File: src/rtl/cexp_pkg.sv
`timescale 1ns/1ps
package cexp_pkg;
  typedef enum logic [2:0] {
    PH_IDLE,
    PH_RESET,
    PH_RELEASE,
    PH_UPDATE,
    PH_EXPOSE,
    PH_READ
  } phase_t;
endpackage

File: src/rtl/cexp_dwell_timer.sv
`timescale 1ns/1ps
// Down counter: loaded with (length - 1) when a phase is entered.
// expired_o is high in the last cycle of that phase.
module cexp_dwell_timer #(
  parameter int W = 16
) (
  input  logic         clk,
  input  logic         rst,
  input  logic         load_i,
  input  logic [W-1:0] load_val_i,
  output logic         expired_o
);
  logic [W-1:0] cnt_q;

  always_ff @(posedge clk) begin
    if (rst)              cnt_q <= '0;
    else if (load_i)      cnt_q <= load_val_i;
    else if (cnt_q != '0) cnt_q <= cnt_q - 1'b1;
  end

  assign expired_o = (cnt_q == '0);
endmodule

File: src/rtl/cexp_row_walker.sv
`timescale 1ns/1ps
// One-hot readout row pointer, registered.
module cexp_row_walker #(
  parameter int ROWS = 16
) (
  input  logic            clk,
  input  logic            rst,
  input  logic            first_i,
  input  logic            step_i,
  input  logic            clear_i,
  output logic [ROWS-1:0] sel_o
);
  always_ff @(posedge clk) begin
    if (rst)          sel_o <= '0;
    else if (first_i) sel_o <= {{(ROWS-1){1'b0}}, 1'b1};
    else if (clear_i) sel_o <= '0;
    else if (step_i)  sel_o <= {sel_o[ROWS-2:0], 1'b0};
  end
endmodule

File: src/rtl/cexp_frame_seq.sv
`timescale 1ns/1ps
module cexp_frame_seq
  import cexp_pkg::*;
#(
  parameter int SUB_W     = 4,
  parameter int EXP_W     = 16,
  parameter int ROWS_MAX  = 16,
  parameter int RESET_CYC = 4,
  parameter int UPD_CYC   = 3,
  parameter int ROW_CYC   = 2,
  localparam int ROW_W    = $clog2(ROWS_MAX + 1)
) (
  input  logic                clk,
  input  logic                rst,
  input  logic                start_i,
  input  logic [SUB_W-1:0]    cfg_subframes_i,
  input  logic [EXP_W-1:0]    cfg_exp_len_i,
  input  logic [ROW_W-1:0]    cfg_rows_i,
  output logic                expose_o,
  output logic                tap1_rst_o,
  output logic                tap2_rst_o,
  output logic                code_load_o,
  output logic [ROWS_MAX-1:0] row_sel_o,
  output logic                busy_o,
  output logic                done_o
);
  localparam int TW = EXP_W;

  phase_t state_q, state_d;
  logic [SUB_W-1:0] n_q, sub_q, sub_d;
  logic [EXP_W-1:0] len_q;
  logic [ROW_W-1:0] rows_q, row_q, row_d;
  logic             tmr_load, tmr_done;
  logic [TW-1:0]    tmr_val;
  logic             take;
  logic             clr_q;

  assign take = (state_q == PH_IDLE) && start_i;

  // configuration captured only on frame acceptance, with clamping
  always_ff @(posedge clk) begin
    if (rst) begin
      n_q    <= SUB_W'(1);
      len_q  <= EXP_W'(1);
      rows_q <= ROW_W'(1);
    end else if (take) begin
      n_q   <= (cfg_subframes_i == '0) ? SUB_W'(1) : cfg_subframes_i;
      len_q <= (cfg_exp_len_i == '0) ? EXP_W'(1) : cfg_exp_len_i;
      if (cfg_rows_i == '0)                      rows_q <= ROW_W'(1);
      else if (cfg_rows_i > ROW_W'(ROWS_MAX))    rows_q <= ROW_W'(ROWS_MAX);
      else                                       rows_q <= cfg_rows_i;
    end
  end

  always_comb begin
    state_d  = state_q;
    sub_d    = sub_q;
    row_d    = row_q;
    tmr_load = 1'b0;
    tmr_val  = '0;
    unique case (state_q)
      PH_IDLE: if (start_i) begin
        state_d  = PH_RESET;
        tmr_load = 1'b1;
        tmr_val  = TW'(RESET_CYC - 1);
      end
      PH_RESET: if (tmr_done) state_d = PH_RELEASE;
      PH_RELEASE: begin
        state_d  = PH_UPDATE;
        sub_d    = '0;
        tmr_load = 1'b1;
        tmr_val  = TW'(UPD_CYC - 1);
      end
      PH_UPDATE: if (tmr_done) begin
        state_d  = PH_EXPOSE;
        tmr_load = 1'b1;
        tmr_val  = len_q - 1'b1;
      end
      PH_EXPOSE: if (tmr_done) begin
        tmr_load = 1'b1;
        if (sub_q == n_q - 1'b1) begin
          state_d = PH_READ;
          row_d   = '0;
          tmr_val = TW'(ROW_CYC - 1);
        end else begin
          state_d = PH_UPDATE;
          sub_d   = sub_q + 1'b1;
          tmr_val = TW'(UPD_CYC - 1);
        end
      end
      PH_READ: if (tmr_done) begin
        if (row_q == rows_q - 1'b1) begin
          state_d = PH_IDLE;
        end else begin
          row_d    = row_q + 1'b1;
          tmr_load = 1'b1;
          tmr_val  = TW'(ROW_CYC - 1);
        end
      end
      default: state_d = PH_IDLE;
    endcase
  end

  always_ff @(posedge clk) begin
    if (rst) begin
      state_q <= PH_IDLE;
      sub_q   <= '0;
      row_q   <= '0;
    end else begin
      state_q <= state_d;
      sub_q   <= sub_d;
      row_q   <= row_d;
    end
  end

  cexp_dwell_timer #(.W(TW)) timer_i (
    .clk        (clk),
    .rst        (rst),
    .load_i     (tmr_load),
    .load_val_i (tmr_val),
    .expired_o  (tmr_done)
  );

  cexp_row_walker #(.ROWS(ROWS_MAX)) rows_i (
    .clk     (clk),
    .rst     (rst),
    .first_i ((state_d == PH_READ) && (state_q != PH_READ)),
    .step_i  ((state_q == PH_READ) && (state_d == PH_READ) && tmr_done),
    .clear_i (state_d != PH_READ),
    .sel_o   (row_sel_o)
  );

  // Registered outputs decoded from the next phase
  always_ff @(posedge clk) begin
    if (rst) begin
      expose_o    <= 1'b0;
      clr_q       <= 1'b0;
      code_load_o <= 1'b0;
      busy_o      <= 1'b0;
      done_o      <= 1'b0;
    end else begin
      expose_o    <= (state_d == PH_RESET) || (state_d == PH_EXPOSE);
      clr_q       <= (state_d == PH_RESET) || (state_d == PH_RELEASE);
      code_load_o <= (state_d == PH_UPDATE) && (state_q != PH_UPDATE);
      busy_o      <= (state_d != PH_IDLE);
      done_o      <= (state_q == PH_READ) && (state_d == PH_IDLE);
    end
  end

  assign tap1_rst_o = clr_q;
  assign tap2_rst_o = clr_q;
endmodule

File: config.mk
export PLATFORM = sky130hd
export DESIGN_NAME = cexp_frame_seq
export DESIGN_NICKNAME = d
export VERILOG_FILES = /design/src/rtl/cexp_pkg.sv /design/src/rtl/cexp_dwell_timer.sv /design/src/rtl/cexp_row_walker.sv /design/src/rtl/cexp_frame_seq.sv
export SDC_FILE = /design/constraint.sdc
export NUM_CORES = 1
export LEC_CHECK = 0
export ABC_AREA = 1
export BUFFER_PORTS_ARGS = -buffer_cell sky130_fd_sc_hd__buf_2
export CAP_MARGIN = 20
export CORE_MARGIN = 3
export CORE_UTILIZATION = 53
export CTS_CLUSTER_DIAMETER = 60
export DETAILED_ROUTE_END_ITERATION = 10
export GPL_TIMING_DRIVEN = 0
export PLACE_DENSITY = 0.76
export SYNTH_ARGS = -nofsm -noshare
export SYNTH_HDL_FRONTEND = slang
export SYNTH_HIERARCHICAL = 1
export SYNTH_SLANG_ARGS = --single-unit
File: constraint.sdc
create_clock -name clk -period 2.2 [get_ports clk]
set_input_delay 0.22 -clock clk [delete_from_list [all_inputs] [get_ports clk]]
set_output_delay 0.22 -clock clk [all_outputs]
set_load 0.02 [all_outputs]
==> PnR_summary.wiki <==
{| class="wikitable"
! Metric !! Value
|-
| Share of async-settable or async-resettable flops after synthesis || 0
|-
| Critical path fanouts, max || 7
|-
| Crit path setup slack, layout || 0.0446 ns
|-
| Top_reg_cell synth || dfxtp_1
|-
| Clock transition time at the flip-flop clock pins of the worst setup and hold paths || 0.08 ns
|-
| Proportion of layout cells with a drive suffix above 1 || 0.290
|-
| Capturing element type of the critical path || flip-flop
|-
| Count of antenna-violating nets left after detailed routing || 0
|-
| Kind of start point of the critical path || flip-flop
|-
| Ratio of routed vias to standard cells || 5.22
|-
| Count of distinct cell types in the synthesized netlist || 43
|-
| Worst hold margin || 0.123 ns
|-
| DPL Wire Length || 7830 um
|-
| Max-slew violation count || 0
|-
| Most frequent cells after synthesis || nand2_1 (163), nor2_1 (77), dfxtp_1 (74)
|-
| IO Count || 50
|-
| Post-Syn Area per Cell || 6.75 um2
|-
| Via count || 4365
|-
| Part of the Yosys area used for sequential elements || 0.343
|-
| GP Congestion || 0.891
|-
| Std-Cell Core Area || 0.00781 mm2
|-
| Run status || complete, no violations
|-
| Cell with the most instances after synthesis || nand2_1
|-
| Arrival time of data at the critical path endpoint || 2.37 ns
|-
| Drt initial violations || 192
|-
| Top achievable clock speed || 0.464 GHz
|-
| CTS tree || yes
|-
| Dominant cell type by area after synthesis || dfxtp_1
|-
| Clock root buffer master || clkbuf_8
|-
| WL final || 11200 um
|-
| RSZ-0062 raised after global routing || yes
|-
| Average wire length per cell after detail routing || 13.4 um
|-
| Port-buffer cells || 49
|-
| Max-capacitance violation count || 0
|-
| Num Clock Sinks || 74
|-
| Power per standard cell area || 1350 mW/mm2
|-
| Actual slew at the worst max-slew pin || 0.565 ns
|-
| Clock skew after layout || 0.0113 ns
|-
| Maximum number of buffers from clock root to sink || 2
|-
| Pre-Repair DR Iteration Count || 4
|-
| Placement row count || 32
|-
| Global Route Usage Sum || 0.243
|-
| Worst-Skew Late Latency || 0.35 ns
|-
| Hold Path Class || in -> reg
|-
| Largest net degree at the start of global routing || 12
|-
| Final nets || 764
|-
| DRC || 0
|-
| Period minus WS final || 2.16 ns
|-
| Post-synth EDFFs || 0
|-
| Cell area after synthesis || 0.00432 mm2
|-
| Initial cell density of the core || 0.553
|-
| Worst endpoint required time || 2.42 ns
|-
| Number of clock buffers inserted by TritonCTS || 9
|-
| Sum of overflow across all layers after global routing || 0
|-
| Leading cell types by total area after synthesis || dfxtp_1 (34%), nand2_1 (14%), nor2_1 (6.7%)
|-
| Area of the die || 0.00927 mm2
|-
| Leakage power of the design || 0.00240 uW
|-
| Count of warnings emitted by yosys || 6
|-
| Die boundary width || 96.3 um
|-
| Synthesis-to-layout area growth || 23.1%
|-
| Gate Count Post-Synth || 640
|-
| Number of setup violations in the final report || 0
|-
| Period utilization || 0.980
|-
| Total number of H-tree levels || 3
|-
| Worst VDD drop || 713 uV
|-
| Top-area cell type share of the netlist area || 0.343
|-
| Worst slack at placement || -0.426 ns
|-
| Flops & latches, synth || 74
|-
| Wire length of the first global-routing pass || 17700 um
|-
| Antenna diodes || 0
|-
| Critical path class || reg -> reg
|-
| Antenna violations before repair || 0
|-
| Headroom to the max-slew limit || 0.623
|-
| Synthesized netlist net count || 674
|-
| Final hold violation count || 0
|-
| Height of the die || 96.3 um
|-
| Via count of the first global-routing pass || 3996
|}
==> worst max-delay path, stage by stage (launching register included) <==
cell and delay, ns:
dfxtp_2 0.33, inv_2 0.07, ha_4 0.17, nand2_8 0.07
nor2_8 0.09, nand4_4 0.11, inv_4 0.12, buf_8 0.14
buf_4 0.12, nand3_4 0.14, nand2_4 0.14, clkinv_4 0.10
or2_2 0.30, nand3_1 0.09, nor2_1 0.04
==> layout by cell type, fill, tap and decap left out, types with 5 or more instances in the layout <==
cell and count:
nand2_4 5, nor2_2 10, clkbuf_1 8, nor3_1 8, buf_4 27, nand2_2 21
xor2_1 10, o21ai_1 11, dfxtp_1 68, nand2_1 155, a21oi_1 42, o21ai_0 13
buf_2 55, inv_1 61, nor2_4 6, clkbuf_8 10, nor2_1 74, ha_1 5
nand3_1 36, xnor2_1 8, a211oi_1 6, a21oi_2 15, inv_2 20, dfxtp_2 6
==> routing by layer <==
metal | vias up | track usage | share of wire
met1 | 2004 | 0.295 | 0.42
met4 | 0 | 0.0889 | 0.024
met2 | 121 | 0.427 | 0.50
met3 | 26 | 0.0430 | 0.050
met5 | - | 0 | 0
li1 | 2214 | - | -
==> what timing repair did <==
| item | in CTS | in global routing |
|---|---|---|
| endpoints found under the setup margin | 33 | 33 |
| buffers inserted | 15 | 13 |
| gates cloned | 2 | 0 |
| pin swaps | 5 | 16 |
| hold buffers | 0 | 0 |
| gates resized for setup | 27 | 37 |
==> where the power goes <==
part / switching, uW / internal [uW] / leakage, uW
clock network: 492 / 401 / 0.0000762
registers: 281 / 1630 / 0.000606
logic: 2600 / 1780 / 0.00172
==> kinds of logic after synthesis <==
group,after synthesis,synth area share
xor gates and xnor gates,18,0.0365
AOI/OAI and AO/OA,96,0.128
DFF,74,0.343
and+or+nand+nor,343,0.372
buffers and inverters,103,0.103
adders and majority gates,6,0.0174
==> area by class of cell <==
type                       instances  area (um2)
fill                             644        2490
timing repair buffer              79         517
clock inverter                     3        17.5
sequential                        74        1490
tap                              102         128
multi-input combinational        463        2550
buffer                            18         145
inverter                          85         335
clock buffer                      12         135
==> registers in the layout, summed over array words and instances (netlist names), 3 cells and up <==
signal	flops
len_q	16
n_q	4
rows_q	5
rows_i/sel_o	16
state_q	3
timer_i/cnt_q	16
sub_q	4
row_q	5
==> worst paths after layout <==
kind                          start               end  slack [ns]  depth (start not counted)
hold / removal    cfg_exp_len_i[14]         len_q[14]        0.12                          3
setup reg to reg   timer_i/cnt_q[0]  timer_i/cnt_q[6]        0.04                         14
setup / recovery   timer_i/cnt_q[0]  timer_i/cnt_q[6]        0.04                         14
hold reg to reg           rows_q[1]         rows_q[1]        0.47                          2
==> stage by stage <==
stage / power, uW / std cells / TNS, ns / instance area, um2 / util
4_1_cts: 6720 / 823 / 0 / 5100 / 0.654
3_5_place_dp: 5270 / 791 / -10.31 / 4700 / 0.602
6_report: 7190 / 836 / 0 / 5320 / 0.681
3_3_place_gp: 5170 / 791 / -9.07 / 4700 / 0.602
5_1_grt: 7740 / 836 / -0.317 / 5320 / 0.681
2_1_floorplan: 4600 / 640 / 0 / 4320 / -
Note: power is estimated with default switching activity, not from simulation.
